===== src/rtl/spi_master_pkg.sv =====
package spi_master_pkg;

    localparam int BYTE_W  = 8;
    localparam int DIV_MAX = 128;
    localparam int DIV_W   = $clog2(DIV_MAX) + 1;
    localparam int HALF_W  = $clog2(DIV_MAX / 2) + 1;

    typedef enum logic [1:0] {
        SEL_CTRL = 2'd0,
        SEL_STAT = 2'd1,
        SEL_DATA = 2'd2,
        SEL_NONE = 2'd3
    } reg_sel_e;

    typedef struct packed {
        logic       irq_en;
        logic       enable;
        logic       rsv5;
        logic       master;
        logic [1:0] rsv3_2;
        logic [1:0] rate;
    } ctrl_t;

    typedef struct packed {
        logic       done;
        logic       coll;
        logic [4:0] rsv;
        logic       dbl;
    } stat_t;

    function automatic logic [DIV_W-1:0] sck_divisor(input logic dbl, input logic [1:0] rate);
        logic [DIV_W-1:0] d;
        case ({dbl, rate})
            3'b000:  d = DIV_W'(4);
            3'b001:  d = DIV_W'(16);
            3'b010:  d = DIV_W'(64);
            3'b011:  d = DIV_W'(128);
            3'b100:  d = DIV_W'(2);
            3'b101:  d = DIV_W'(8);
            3'b110:  d = DIV_W'(32);
            default: d = DIV_W'(64);
        endcase
        return d;
    endfunction

endpackage


===== src/rtl/spi_clk_div.sv =====
module spi_clk_div #(
    parameter int CNT_W = 7
) (
    input  logic             clk,
    input  logic             rst,
    input  logic             run,
    input  logic [CNT_W-1:0] half,
    output logic             tick
);
    logic [CNT_W-1:0] cnt;
    logic             at_end;

    assign at_end = (cnt == half - CNT_W'(1));
    assign tick   = run && at_end;

    always_ff @(posedge clk) begin
        if (rst || !run) begin
            cnt <= '0;
        end else if (at_end) begin
            cnt <= '0;
        end else begin
            cnt <= cnt + CNT_W'(1);
        end
    end
endmodule


===== src/rtl/spi_shifter.sv =====
module spi_shifter #(
    parameter int W = 8
) (
    input  logic         clk,
    input  logic         rst,
    input  logic         start,
    input  logic [W-1:0] load_data,
    input  logic         tick,
    input  logic         abort,
    input  logic         miso,
    output logic         busy,
    output logic         sck,
    output logic         mosi,
    output logic         finish,
    output logic [W-1:0] rx_byte
);
    localparam int BC_W = $clog2(W);

    logic [W-1:0]    tx_sh;
    logic [W-1:0]    rx_sh;
    logic [BC_W-1:0] bit_cnt;

    assign mosi = tx_sh[W-1];

    always_ff @(posedge clk) begin
        if (rst) begin
            busy    <= 1'b0;
            sck     <= 1'b0;
            tx_sh   <= '0;
            rx_sh   <= '0;
            rx_byte <= '0;
            bit_cnt <= '0;
            finish  <= 1'b0;
        end else begin
            finish <= 1'b0;
            if (abort) begin
                busy <= 1'b0;
                sck  <= 1'b0;
            end else if (start && !busy) begin
                busy    <= 1'b1;
                sck     <= 1'b0;
                tx_sh   <= load_data;
                bit_cnt <= '0;
            end else if (busy && tick) begin
                if (!sck) begin
                    sck   <= 1'b1;
                    rx_sh <= {rx_sh[W-2:0], miso};
                end else begin
                    sck     <= 1'b0;
                    tx_sh   <= {tx_sh[W-2:0], 1'b0};
                    bit_cnt <= bit_cnt + BC_W'(1);
                    if (bit_cnt == BC_W'(W - 1)) begin
                        busy    <= 1'b0;
                        rx_byte <= rx_sh;
                        finish  <= 1'b1;
                    end
                end
            end
        end
    end
endmodule


===== src/rtl/spi_flags.sv =====
module spi_flags (
    input  logic clk,
    input  logic rst,
    input  logic stat_rd,
    input  logic stat_wr,
    input  logic dbl_wdata,
    input  logic data_acc,
    input  logic done_evt,
    input  logic coll_evt,
    input  logic irq_ack,
    output logic done,
    output logic coll,
    output logic dbl
);
    logic arm_done;
    logic arm_coll;

    always_ff @(posedge clk) begin
        if (rst) begin
            done     <= 1'b0;
            coll     <= 1'b0;
            dbl      <= 1'b0;
            arm_done <= 1'b0;
            arm_coll <= 1'b0;
        end else begin
            if (stat_wr) dbl <= dbl_wdata;

            if (stat_rd && done) arm_done <= 1'b1;
            if (stat_rd && coll) arm_coll <= 1'b1;
            if (data_acc) begin
                arm_done <= 1'b0;
                arm_coll <= 1'b0;
            end
            if (irq_ack) arm_done <= 1'b0;

            if (done_evt) begin
                done <= 1'b1;
            end else if (irq_ack || (data_acc && arm_done)) begin
                done <= 1'b0;
            end

            if (coll_evt) begin
                coll <= 1'b1;
            end else if (data_acc && arm_coll) begin
                coll <= 1'b0;
            end
        end
    end
endmodule


===== src/rtl/spi_byte_master.sv =====
module spi_byte_master
    import spi_master_pkg::*;
#(
    parameter int W = BYTE_W
) (
    input  logic         clk,
    input  logic         rst,
    input  logic [1:0]   reg_addr,
    input  logic         reg_wr,
    input  logic         reg_rd,
    input  logic [W-1:0] reg_wdata,
    output logic [W-1:0] reg_rdata,
    input  logic         global_ie,
    input  logic         irq_ack,
    output logic         irq,
    input  logic         slave_sel_n,
    input  logic         slave_sel_is_input,
    input  logic         miso,
    output logic         sck,
    output logic         mosi
);
    reg_sel_e         sel;
    ctrl_t            ctrl;
    stat_t            stat;
    logic             xfer_busy;
    logic             xfer_finish;
    logic             mode_fault;
    logic             flag_done;
    logic             flag_coll;
    logic             dbl_speed;
    logic             div_tick;
    logic             start_xfer;
    logic [W-1:0]     rx_byte;
    logic [DIV_W-1:0] divisor;
    logic [HALF_W-1:0] half_period;

    assign sel         = reg_sel_e'(reg_addr);
    assign mode_fault  = ctrl.master && slave_sel_is_input && !slave_sel_n;
    assign start_xfer  = reg_wr && (sel == SEL_DATA) && ctrl.enable && ctrl.master
                         && !xfer_busy && !mode_fault;
    assign divisor     = sck_divisor(dbl_speed, ctrl.rate);
    assign half_period = HALF_W'(divisor >> 1);

    always_ff @(posedge clk) begin
        if (rst) begin
            ctrl <= '0;
        end else begin
            if (reg_wr && sel == SEL_CTRL) begin
                ctrl        <= '0;
                ctrl.irq_en <= reg_wdata[7];
                ctrl.enable <= reg_wdata[6];
                ctrl.master <= reg_wdata[4];
                ctrl.rate   <= reg_wdata[1:0];
            end
            if (mode_fault) ctrl.master <= 1'b0;
        end
    end

    spi_clk_div #(.CNT_W(HALF_W)) div_i (
        .clk  (clk),
        .rst  (rst),
        .run  (xfer_busy),
        .half (half_period),
        .tick (div_tick)
    );

    spi_shifter #(.W(W)) shf_i (
        .clk       (clk),
        .rst       (rst),
        .start     (start_xfer),
        .load_data (reg_wdata),
        .tick      (div_tick),
        .abort     (mode_fault),
        .miso      (miso),
        .busy      (xfer_busy),
        .sck       (sck),
        .mosi      (mosi),
        .finish    (xfer_finish),
        .rx_byte   (rx_byte)
    );

    spi_flags flg_i (
        .clk       (clk),
        .rst       (rst),
        .stat_rd   (reg_rd && sel == SEL_STAT),
        .stat_wr   (reg_wr && sel == SEL_STAT),
        .dbl_wdata (reg_wdata[0]),
        .data_acc  ((reg_rd || reg_wr) && sel == SEL_DATA),
        .done_evt  (xfer_finish || mode_fault),
        .coll_evt  (reg_wr && sel == SEL_DATA && xfer_busy),
        .irq_ack   (irq_ack),
        .done      (flag_done),
        .coll      (flag_coll),
        .dbl       (dbl_speed)
    );

    always_comb begin
        stat      = '0;
        stat.done = flag_done;
        stat.coll = flag_coll;
        stat.dbl  = dbl_speed;
    end

    always_comb begin
        case (sel)
            SEL_CTRL: reg_rdata = W'(ctrl);
            SEL_STAT: reg_rdata = W'(stat);
            SEL_DATA: reg_rdata = rx_byte;
            default:  reg_rdata = '0;
        endcase
    end

    assign irq = flag_done && ctrl.irq_en && global_ie;

endmodule


===== config.mk =====
export PLATFORM = sky130hd
export DESIGN_NAME = spi_byte_master
export DESIGN_NICKNAME = d
export VERILOG_FILES = /design/src/rtl/spi_master_pkg.sv /design/src/rtl/spi_clk_div.sv /design/src/rtl/spi_shifter.sv /design/src/rtl/spi_flags.sv /design/src/rtl/spi_byte_master.sv
export SDC_FILE = /design/constraint.sdc
export NUM_CORES = 1
export LEC_CHECK = 0
export BUFFER_PORTS_ARGS = -buffer_cell sky130_fd_sc_hd__buf_2
export CORE_MARGIN = 3
export CORE_UTILIZATION = 40
export CTS_BUF_LIST = sky130_fd_sc_hd__clkbuf_4
export CTS_CLUSTER_DIAMETER = 120
export DETAILED_ROUTE_END_ITERATION = 10
export SLEW_MARGIN = 0
export SYNTH_ARGS = -nofsm -noshare
export SYNTH_HDL_FRONTEND = slang
export SYNTH_SLANG_ARGS = --single-unit

===== constraint.sdc =====
create_clock -name clk -period 4.8 [get_ports clk]
set_input_delay 0 -clock clk [delete_from_list [all_inputs] [get_ports clk]]
set_output_delay 0 -clock clk [all_outputs]
set_load 0.05 [all_outputs]

==> results by group, run 1 <==
Job
  – Max-Cap Viols: 0

Layout
  – Area growth syn-to-layout: 12.6%
  – Most frequent cells in the layout: dfxtp_1, buf_2, a21oi_1
  – # nets final: 337
  – Commonest non-fill, non-tap cell in the layout: dfxtp_1
  – Fin cells: 390
  – Antenna fix cells: 0
  – Share of cells above drive strength 1: 14.0%

STA
  – Final critical-path required period: 2.81 ns
  – Achievable Freq: 356 MHz
  – Worst-margin pin slew: 1.14 ns
  – Setup TNS: 0 ns
  – Post-route setup slack: 1.99 ns
  – Max_slew headroom: 23.8%
  – Final setup fails: 0
  – Final hold violation count: 0
  – Unrepaired setup endpoints after global routing: no
  – Pins Over Slew Limit: 0
  – Layout Skew: 0.00892 ns
  – Final cycle utilization of the critical path: 58.6%

Clock tree
  – # clock sinks: 47
  – Reg clk slew, reported paths: 0.13 ns
  – Clk_lat worst skew: 0.36 ns
  – H-tree level count: 2
  – CTS Root Cell: clkbuf_4
  – Post-CTS Resized: 0
  – Num CTS Buffers: 5
  – TritonCTS clock tree: built
  – Post-CTS Setup Inserts: 0
  – Clock buffer depth: 2
  – Post-CTS Hold Fix Bufs: 14

Detailed routing
  – Average vias per placed instance: 5.77
  – Antenna Violating Nets Remaining: 0
  – DRC marker count from the first detailed-route iteration: 145
  – DRC viols: 0
  – WL/cell: 15.8 microns
  – Vias post-DR: 2249
  – Total wire length: 6140 microns
  – Pre-antenna DRT Iters: 4

Pwr
  – Pwr dens: 229 nW/um^2
  – Switching Share: 26.6%
  – Sequential fraction of design power: 61.8%
  – P_int: 0.000469 W
  – P_sw: 0.000170 W
  – Comb pwr share: 10.9%
  – Peak VDD IR: 101 uV
  – Leak: 0.969 nW
  – Clk network pwr share: 27.3%

Global route
  – GRT Util Overall: 17.5%
  – Initial antenna violation count: 0
  – Grt ovf: 0
  – First-pass GRT wire length: 10300 microns
  – Largest net degree at the start of global routing: 38
  – Vias in the first global route: 2092

Yosys
  – Syn Nets: 313
  – Seq/Total Area, Yosys: 37.9%
  – Netlist cell types: 48
  – Cell Area, Synth: 2480 sq um
  – Avg Inst Size Synth: 8.53 sq um
  – Seq cells post-synth: 47
  – EDFF count, synth: 0
  – Yosys warns: 0
  – Main synth FF type: dfxtp_1
  – Post-synth ARST share: 0%
  – Synthesized netlist cell count: 291

Min path
  – Min-Delay Path Depth: 3
  – Worst Hold Launch: reg_wr
  – Worst Hold Class: input port to flip-flop
  – Min-Delay Endpoint: flg_i.arm_coll

Critical path
  – Critical path class: flip-flop to flip-flop
  – Worst r2r dst: shf_i.busy
  – R2R Path Start: ctrl[0]
  – Crit path DAT: 3.10 ns
  – Worst endpoint required time: 5.09 ns
  – R2R Setup Slk: 1.99 ns
  – Origin of the worst setup path: ctrl[0]
  – Startpoint class of the critical path: flip-flop
  – Worst setup EP type: flip-flop
  – Worst reg2reg path depth: 5
  – CP Max Fanout: 29

Outcome
  – Outcome: finished clean

Floorplan
  – Placeable Area: 5960 sq um
  – Die Footprint: 7180 sq um
  – Width of the die: 84.8 microns
  – Row Count: 28
  – Die H: 84.8 microns
  – Starting Density: 41.7%
  – Num ports: 30

Placed design
  – DP HPWL: 4070 microns
  – Inst Count DP: 369
  – Setup slack after placement: 2.01 ns
  – PortBufs: 29
  – RePlAce Congestion: 0.757
-- cell usage after synthesis (2+ instances only) --
master	number	share of area, %
o31ai_1	24	7.3
nand3_1	8	1.6
nor2_1	23	3.5
o31a_1	2	0.71
nor4_1	6	1.5
o21ai_0	3	0.60
a31oi_1	3	0.76
mux2i_1	10	4.0
buf_6	3	1.4
nand2_1	16	2.4
nand2b_1	4	1.0
and3_1	6	1.5
xor2_1	3	1.1
and2_1	7	1.8
dfxtp_1	47	38
nor3_1	9	1.8
or4_1	2	0.60
nand3b_1	3	0.91
ha_1	3	1.5
clkbuf_1	12	1.8
nor3b_1	3	0.91
buf_2	10	2.0
a311oi_1	4	1.4
and4_1	3	1.1
a21oi_1	27	5.4
nor2b_1	6	1.5
nand4_1	20	5.0
xnor2_1	4	1.4
-- stage by stage --
stage               area, sq um  utilization (%)  power [W]  hold slack, ns
CTS                        2790             46.9   0.000648          0.0484
global placement           2610             43.8   0.000466           0.184
floorplan                  2480                -   0.000452          0.0787
finish                     2790             46.9   0.000638          0.0615
global route               2790             46.9   0.000673          0.0757
detailed placement         2610             43.8   0.000466           0.180
-- worst max path at each step --
stage / to / slack [ns] / depth (start not counted)
after global routing: div_i.cnt[5] / 1.68 / 5
after CTS: shf_i.busy / 1.98 / 5
after global placement: shf_i.busy / 2.08 / 5
after floorplan: shf_i.sck / 2.89 / 7
after detailed placement: shf_i.busy / 2.01 / 5
final: shf_i.busy / 1.99 / 5
-- per-layer routing --
metal / vias up / GRT usage [%] / routed length [microns]
met4: 0 / 4.75 / 83
met5: - / 0 / 0
met2: 46 / 26.5 / 2700
met3: 8 / 3.43 / 270
met1: 1050 / 25.4 / 3090
li1: 1145 / - / -
-- logic make-up after synthesis --
kind of cell / count (synthesis) / synth area share [%]
simple gates: 122 / 27.4
compound gates: 73 / 20.4
flops: 47 / 37.9
buf+inv: 29 / 6.30
mux: 10 / 4.03
xor+xnor: 7 / 2.47
fa+ha+maj: 3 / 1.51
-- power by group through the flow --
| stage | Clock, W | Sequential (W) | Combinational [W] |
|---|---|---|---|
| final | 0.000174 | 0.000395 | 0.0000696 |
| after global routing | 0.000201 | 0.000396 | 0.0000764 |
| after CTS | 0.000183 | 0.000395 | 0.0000702 |
| after detailed placement | 0 | 0.000403 | 0.0000627 |
| after global placement | 0 | 0.000403 | 0.0000631 |
| after floorplan | 0 | 0.000402 | 0.0000501 |
-- flip-flops by register name, indices dropped and copies added, names as in the netlist --
register and count:
shf_i.rx_byte 8, shf_i.rx_sh 8, shf_i.tx_sh 8, div_i.cnt 7, ctrl 5, shf_i.bit_cnt 3
flg_i.arm_coll 1, flg_i.arm_done 1, flg_i.coll 1, flg_i.dbl 1, flg_i.done 1, shf_i.busy 1
shf_i.finish 1, shf_i.sck 1
-- worst max-delay path, stage by stage (launching register included) --
cell and delay, ns:
dfxtp_1 0.46, or2b_1 0.27, a32oi_1 0.40, a221o_1 0.99, nor2_1 0.34, a211oi_1 0.27
-- final cells by class --
| cell class | instances | area [sq um] |
|---|---|---|
| clock buffers | 5 | 37.5 |
| fillers | 612 | 3160 |
| multi-input cells | 215 | 1410 |
| clock inverters | 2 | 8.76 |
| inverters | 1 | 3.75 |
| repair buffers | 45 | 300 |
| well taps | 75 | 93.8 |
| flip-flops and latches | 47 | 941 |
No activity file was read; power rests on OpenSTA's default activity.
==> inputs of run 2 (changes only) <==
==> constraint.sdc (replaced) <==
create_clock -name clk -period 2.6 [get_ports clk]
set_input_delay 0 -clock clk [delete_from_list [all_inputs] [get_ports clk]]
set_output_delay 0 -clock clk [all_outputs]
set_load 0.05 [all_outputs]
==> run 2 against run 1 <==
Via count is 3.9% higher. Clock power grew to 2.6 times the previous value. First-iteration DRC count is 9.0% higher. Total power is 110% higher.
==> results by group, run 2 (synthesis results as in run 1) <==
STA
  – Final setup fails: 0
  – Max_slew headroom: 52.3%
  – Layout Skew: 0.0151 ns
  – Pins Over Slew Limit: 0
  – Worst-margin pin slew: 0.716 ns
  – Final cycle utilization of the critical path: 85.4%
  – Final hold violation count: 0
  – Unrepaired setup endpoints after global routing: no
  – Final critical-path required period: 2.22 ns
  – Achievable Freq: 451 MHz
  – Setup TNS: 0 ns

Detailed routing
  – Vias post-DR: 2336
  – WL/cell: 15.4 microns
  – Pre-antenna DRT Iters: 4
  – DRC viols: 0
  – Antenna Violating Nets Remaining: 0
  – DRC marker count from the first detailed-route iteration: 158
  – Total wire length: 6180 microns
  – Average vias per placed instance: 5.83

Clock tree
  – Post-CTS Hold Fix Bufs: 16
  – Clock buffer depth: 2
  – CTS Root Cell: clkbuf_4
  – Clk_lat worst skew: 0.37 ns
  – H-tree level count: 2
  – TritonCTS clock tree: built
  – Post-CTS Resized: 0
  – Post-CTS Setup Inserts: 0
  – # clock sinks: 47
  – Num CTS Buffers: 5
  – Reg clk slew, reported paths: 0.14 ns

Critical path
  – Worst setup EP type: flip-flop
  – Worst endpoint required time: 2.85 ns
  – R2R Path Start: ctrl[1]
  – Origin of the worst setup path: ctrl[1]
  – CP Max Fanout: 15
  – Critical path class: flip-flop to flip-flop
  – Crit path DAT: 2.47 ns
  – Startpoint class of the critical path: flip-flop

Floorplan
  – Die Footprint: 7180 sq um
  – Starting Density: 41.7%
  – Die H: 84.8 microns
  – Row Count: 28
  – Placeable Area: 5960 sq um
  – Width of the die: 84.8 microns
  – Num ports: 30

Placed design
  – RePlAce Congestion: 0.849
  – DP HPWL: 4310 microns
  – PortBufs: 29

Global route
  – First-pass GRT wire length: 10600 microns
  – Busiest grt layer: met2
  – Met2 Track Usage GR: 27.8%
  – Largest net degree at the start of global routing: 29
  – Vias in the first global route: 2146
  – M1 GR Usage: 25.2%
  – M3 GR Usage: 3.43%
  – Initial antenna violation count: 0
  – GRT Util Overall: 17.8%
  – Grt ovf: 0

Layout
  – Fillers: 592
  – Area occupied by multi-input gates: 1410 sq um
  – # nets final: 347
  – Most frequent cells in the layout: dfxtp_1, buf_2, a21oi_1
  – Share of cells above drive strength 1: 16.6%
  – Area growth syn-to-layout: 17.2%
  – Biggest regs: shf_i.rx_byte: 8 flops, shf_i.rx_sh: 8 flops, shf_i.tx_sh: 8 flops
  – Commonest non-fill, non-tap cell in the layout: dfxtp_1
  – Antenna fix cells: 0
  – Register area: 941 sq um

Pwr
  – Peak VDD IR: 194 uV
  – Pwr dens: 455 nW/um^2
  – Leak: 1.04 nW
  – Total power: 0.00132 W

Outcome
  – Outcome: finished clean

Min path
  – Worst Hold Class: input port to flip-flop
  – Worst Hold Launch: reg_wr

Job
  – Max-Cap Viols: 0
## run 2: worst max-delay path, cell delays in order (launching register included)
cell and delay [ns]:
dfxtp_1 0.60, and4b_2 0.28, a22oi_1 0.13, a221o_1 0.50, buf_4 0.25, o311ai_1 0.23, o41ai_1 0.11
## run 2: final timing paths
path / end / slack [ns] / depth (start not counted)
min: flg_i.arm_coll / 0.07 / 3
max: shf_i.sck / 0.38 / 6
min reg2reg: shf_i.rx_byte[3] / 0.47 / 2
max reg2reg: shf_i.sck / 0.38 / 6
## run 2: cell type report
cell class | instances | area share (%)
tap | 75 | 3.23
sequential | 47 | 32.4
multi-input combinational | 215 | 48.4
clock buffer | 5 | 1.29
inverter | 1 | 0.129
timing repair buffer | 55 | 13.1
clock inverter | 3 | 1.51
## run 2: report_power, final
part	switching (W)	internal (W)	leakage [nW]	total, W
Sequential	0.00000522	0.000724	0.379	0.000729
Clock	0.000248	0.000203	0.0452	0.000450
Combinational	0.0000864	0.0000561	0.613	0.000142
## run 2: routing by layer
| layer | part of all wire [%] | up-vias |
|---|---|---|
| met3 | 3.5 | 5 |
| li1 | - | 1167 |
| met2 | 45 | 40 |
| met1 | 51 | 1124 |
| met5 | 0 | - |
| met4 | 0.92 | 0 |
## run 2: metrics by stage
stage          hold WS [ns]  instance area, sq um  setup slack, ns  cells  util [%]
2_1_floorplan        0.0787                  2480            0.685    291         -
3_3_place_gp          0.182                  2670            0.462    377      44.8
3_5_place_dp          0.184                  2670            0.434    377      44.8
4_1_cts              0.0405                  2910            0.381    401      48.8
5_1_grt              0.0748                  2910            0.200    401      48.8
6_report             0.0733                  2910            0.381    401      48.8
==> inputs of run 3 (changes only) <==
==> constraint.sdc (replaced) <==
create_clock -name clk -period 2.85 [get_ports clk]
set_input_delay 0 -clock clk [delete_from_list [all_inputs] [get_ports clk]]
set_output_delay 0 -clock clk [all_outputs]
set_load 0.05 [all_outputs]
==> run 3 against run 2 <==
Wire length grew 5.9%. Critical path depth is 1 lower. Core utilization is 0.40 points lower. Worst hold slack worse by 0.024 ns. Combinational power fell by 11%. Register-to-register slack improved by 0.11 ns. Non-clock buffer count down 3. Critical path type unchanged. Largest cell class unchanged.
==> results by group, run 3 (synthesis results as in run 1) <==
Detailed routing
  – Total wire length: 6540 microns
  – Pre-antenna DRT Iters: 4
  – DRC marker count from the first detailed-route iteration: 91
  – Average vias per placed instance: 5.80
  – WL/cell: 16.4 microns
  – Antenna Violating Nets Remaining: 0
  – Vias post-DR: 2307
  – DRC viols: 0

Layout
  – Area growth syn-to-layout: 16.2%
  – Antenna fix cells: 0
  – Fillers: 606
  – Biggest regs: shf_i.rx_byte: 8 flops, shf_i.rx_sh: 8 flops, shf_i.tx_sh: 8 flops
  – Share of cells above drive strength 1: 15.5%
  – Commonest non-fill, non-tap cell in the layout: dfxtp_1
  – Most frequent cells in the layout: dfxtp_1, buf_2, a21oi_1
  – Util after Layout: 48.4%
  – # nets final: 344

Global route
  – Vias in the first global route: 2184
  – Grt ovf: 0
  – First-pass GRT wire length: 11000 microns
  – Largest net degree at the start of global routing: 30
  – Initial antenna violation count: 0
  – GRT Util Overall: 18.8%

STA
  – Worst hold slack: 0.0490 ns
  – Layout Skew: 0.0148 ns
  – Setup TNS: 0 ns
  – Final hold violation count: 0
  – Achievable Freq: 424 MHz
  – Worst-margin pin slew: 1.07 ns
  – Final cycle utilization of the critical path: 82.8%
  – Post-route setup slack: 0.490 ns
  – Max_slew headroom: 28.4%
  – Final critical-path required period: 2.36 ns
  – Pins Over Slew Limit: 0
  – Unrepaired setup endpoints after global routing: no
  – Final setup fails: 0

Min path
  – Min-Delay Endpoint: flg_i.arm_coll
  – Min-Delay Path Depth: 3
  – Worst Hold Class: input port to flip-flop
  – Worst Hold Launch: reg_wr

Clock tree
  – H-tree level count: 2
  – Reg clk slew, reported paths: 0.15 ns
  – # clock sinks: 47
  – TritonCTS clock tree: built
  – Clk_lat worst skew: 0.38 ns
  – Clock buffer depth: 2
  – Num CTS Buffers: 5
  – CTS Root Cell: clkbuf_4

Critical path
  – Worst r2r dst: shf_i.busy
  – Worst setup EP type: flip-flop
  – Worst endpoint required time: 3.10 ns
  – Critical path class: flip-flop to flip-flop
  – R2R Setup Slk: 0.49 ns
  – Crit path cell chain: and4b_2 > a22oi_1 > a221o_1 > nor2_1 > a211oi_1
  – Slowest library cell on the worst path: dfxtp_1
  – Worst reg2reg path depth: 5
  – Origin of the worst setup path: ctrl[1]
  – Crit path DAT: 2.61 ns
  – CP peak stage delay: 0.62 ns
  – R2R Path Start: ctrl[1]
  – Startpoint class of the critical path: flip-flop
  – CP Max Fanout: 13

Placed design
  – Setup slack after placement: 0.527 ns
  – RePlAce Congestion: 0.754
  – PortBufs: 29
  – DP HPWL: 4330 microns

Job
  – Max-Cap Viols: 0

Floorplan
  – Width of the die: 84.8 microns
  – Placeable Area: 5960 sq um
  – Starting Density: 41.7%
  – Die Footprint: 7180 sq um
  – Row Count: 28
  – Die H: 84.8 microns
  – Num ports: 30

Outcome
  – Outcome: finished clean

Pwr
  – Pwr dens: 421 nW/um^2
  – Leak: 1.02 nW
  – Peak VDD IR: 184 uV
run 3: cell count changes in the layout (fill, tap and decap cells not counted):
cell | before | now
buf_4 | 10 | 7
clkinv_1 | 0 | 1
clkinv_2 | 1 | 0
clkinv_4 | 1 | 0
inv_6 | 0 | 1
run 3: area by class of cell:
| class | instances | area [sq um] | share of cell area, % |
|---|---|---|---|
| inverter | 1 | 3.75 | 0.130 |
| timing repair buffer | 52 | 358 | 12.4 |
| clock buffer | 5 | 37.5 | 1.30 |
| tap | 75 | 93.8 | 3.25 |
| multi-input combinational | 215 | 1410 | 48.8 |
| sequential | 47 | 941 | 32.6 |
| clock inverter | 3 | 42.5 | 1.48 |
run 3: per-layer routing:
layer | vias up | track usage (%) | wire (microns)
li1 | 1149 | - | -
met1 | 1107 | 26.6 | 3190
met3 | 6 | 3.63 | 236
met5 | - | 0 | 0
met2 | 45 | 29.3 | 3030
met4 | 0 | 5.18 | 80
run 3: worst max path at each step:
| stage | endpoint | slack [ns] | depth (start not counted) |
|---|---|---|---|
| 2_1_floorplan | shf_i.sck | 0.94 | 7 |
| 3_3_place_gp | shf_i.busy | 0.56 | 5 |
| 3_5_place_dp | shf_i.busy | 0.53 | 5 |
| 4_1_cts | shf_i.busy | 0.50 | 5 |
| 5_1_grt | shf_i.rx_sh[5] | 0.33 | 6 |
| 6_report | shf_i.busy | 0.49 | 5 |
run 3: power breakdown:
| group | switching, W | internal, W | total [W] | leakage [nW] |
|---|---|---|---|---|
| Sequential | 0.00000483 | 0.000660 | 0.000665 | 0.379 |
| Clock | 0.000237 | 0.000185 | 0.000422 | 0.0432 |
| Combinational | 0.0000791 | 0.0000481 | 0.000127 | 0.597 |
| Total | 0.000321 | 0.000894 | 0.00121 | 1.02 |
run 3: repair_timing:
action / in CTS / in global routing
setup buffers: 0 / 0
resized for setup: 0 / 0
hold buffers: 16 / 0
hold endpoints to repair: 20 / 0
run 3: metrics by stage:
step                      instance area [sq um]  std cells  total power (W)
after detailed placement                   2640        374         0.000791
after CTS                                  2880        398          0.00122
final                                      2880        398          0.00121
after floorplan                            2480        291         0.000762
after global routing                       2880        398          0.00126
after global placement                     2640        374         0.000792
run 3: critical path, delay by kind of cell, from the launching register on:
kind / cells / cell delay [ns]
flip-flops: 1 / 0.62
AND/OR/NAND/NOR: 2 / 0.80
AO/OA/AOI/OAI: 3 / 0.82
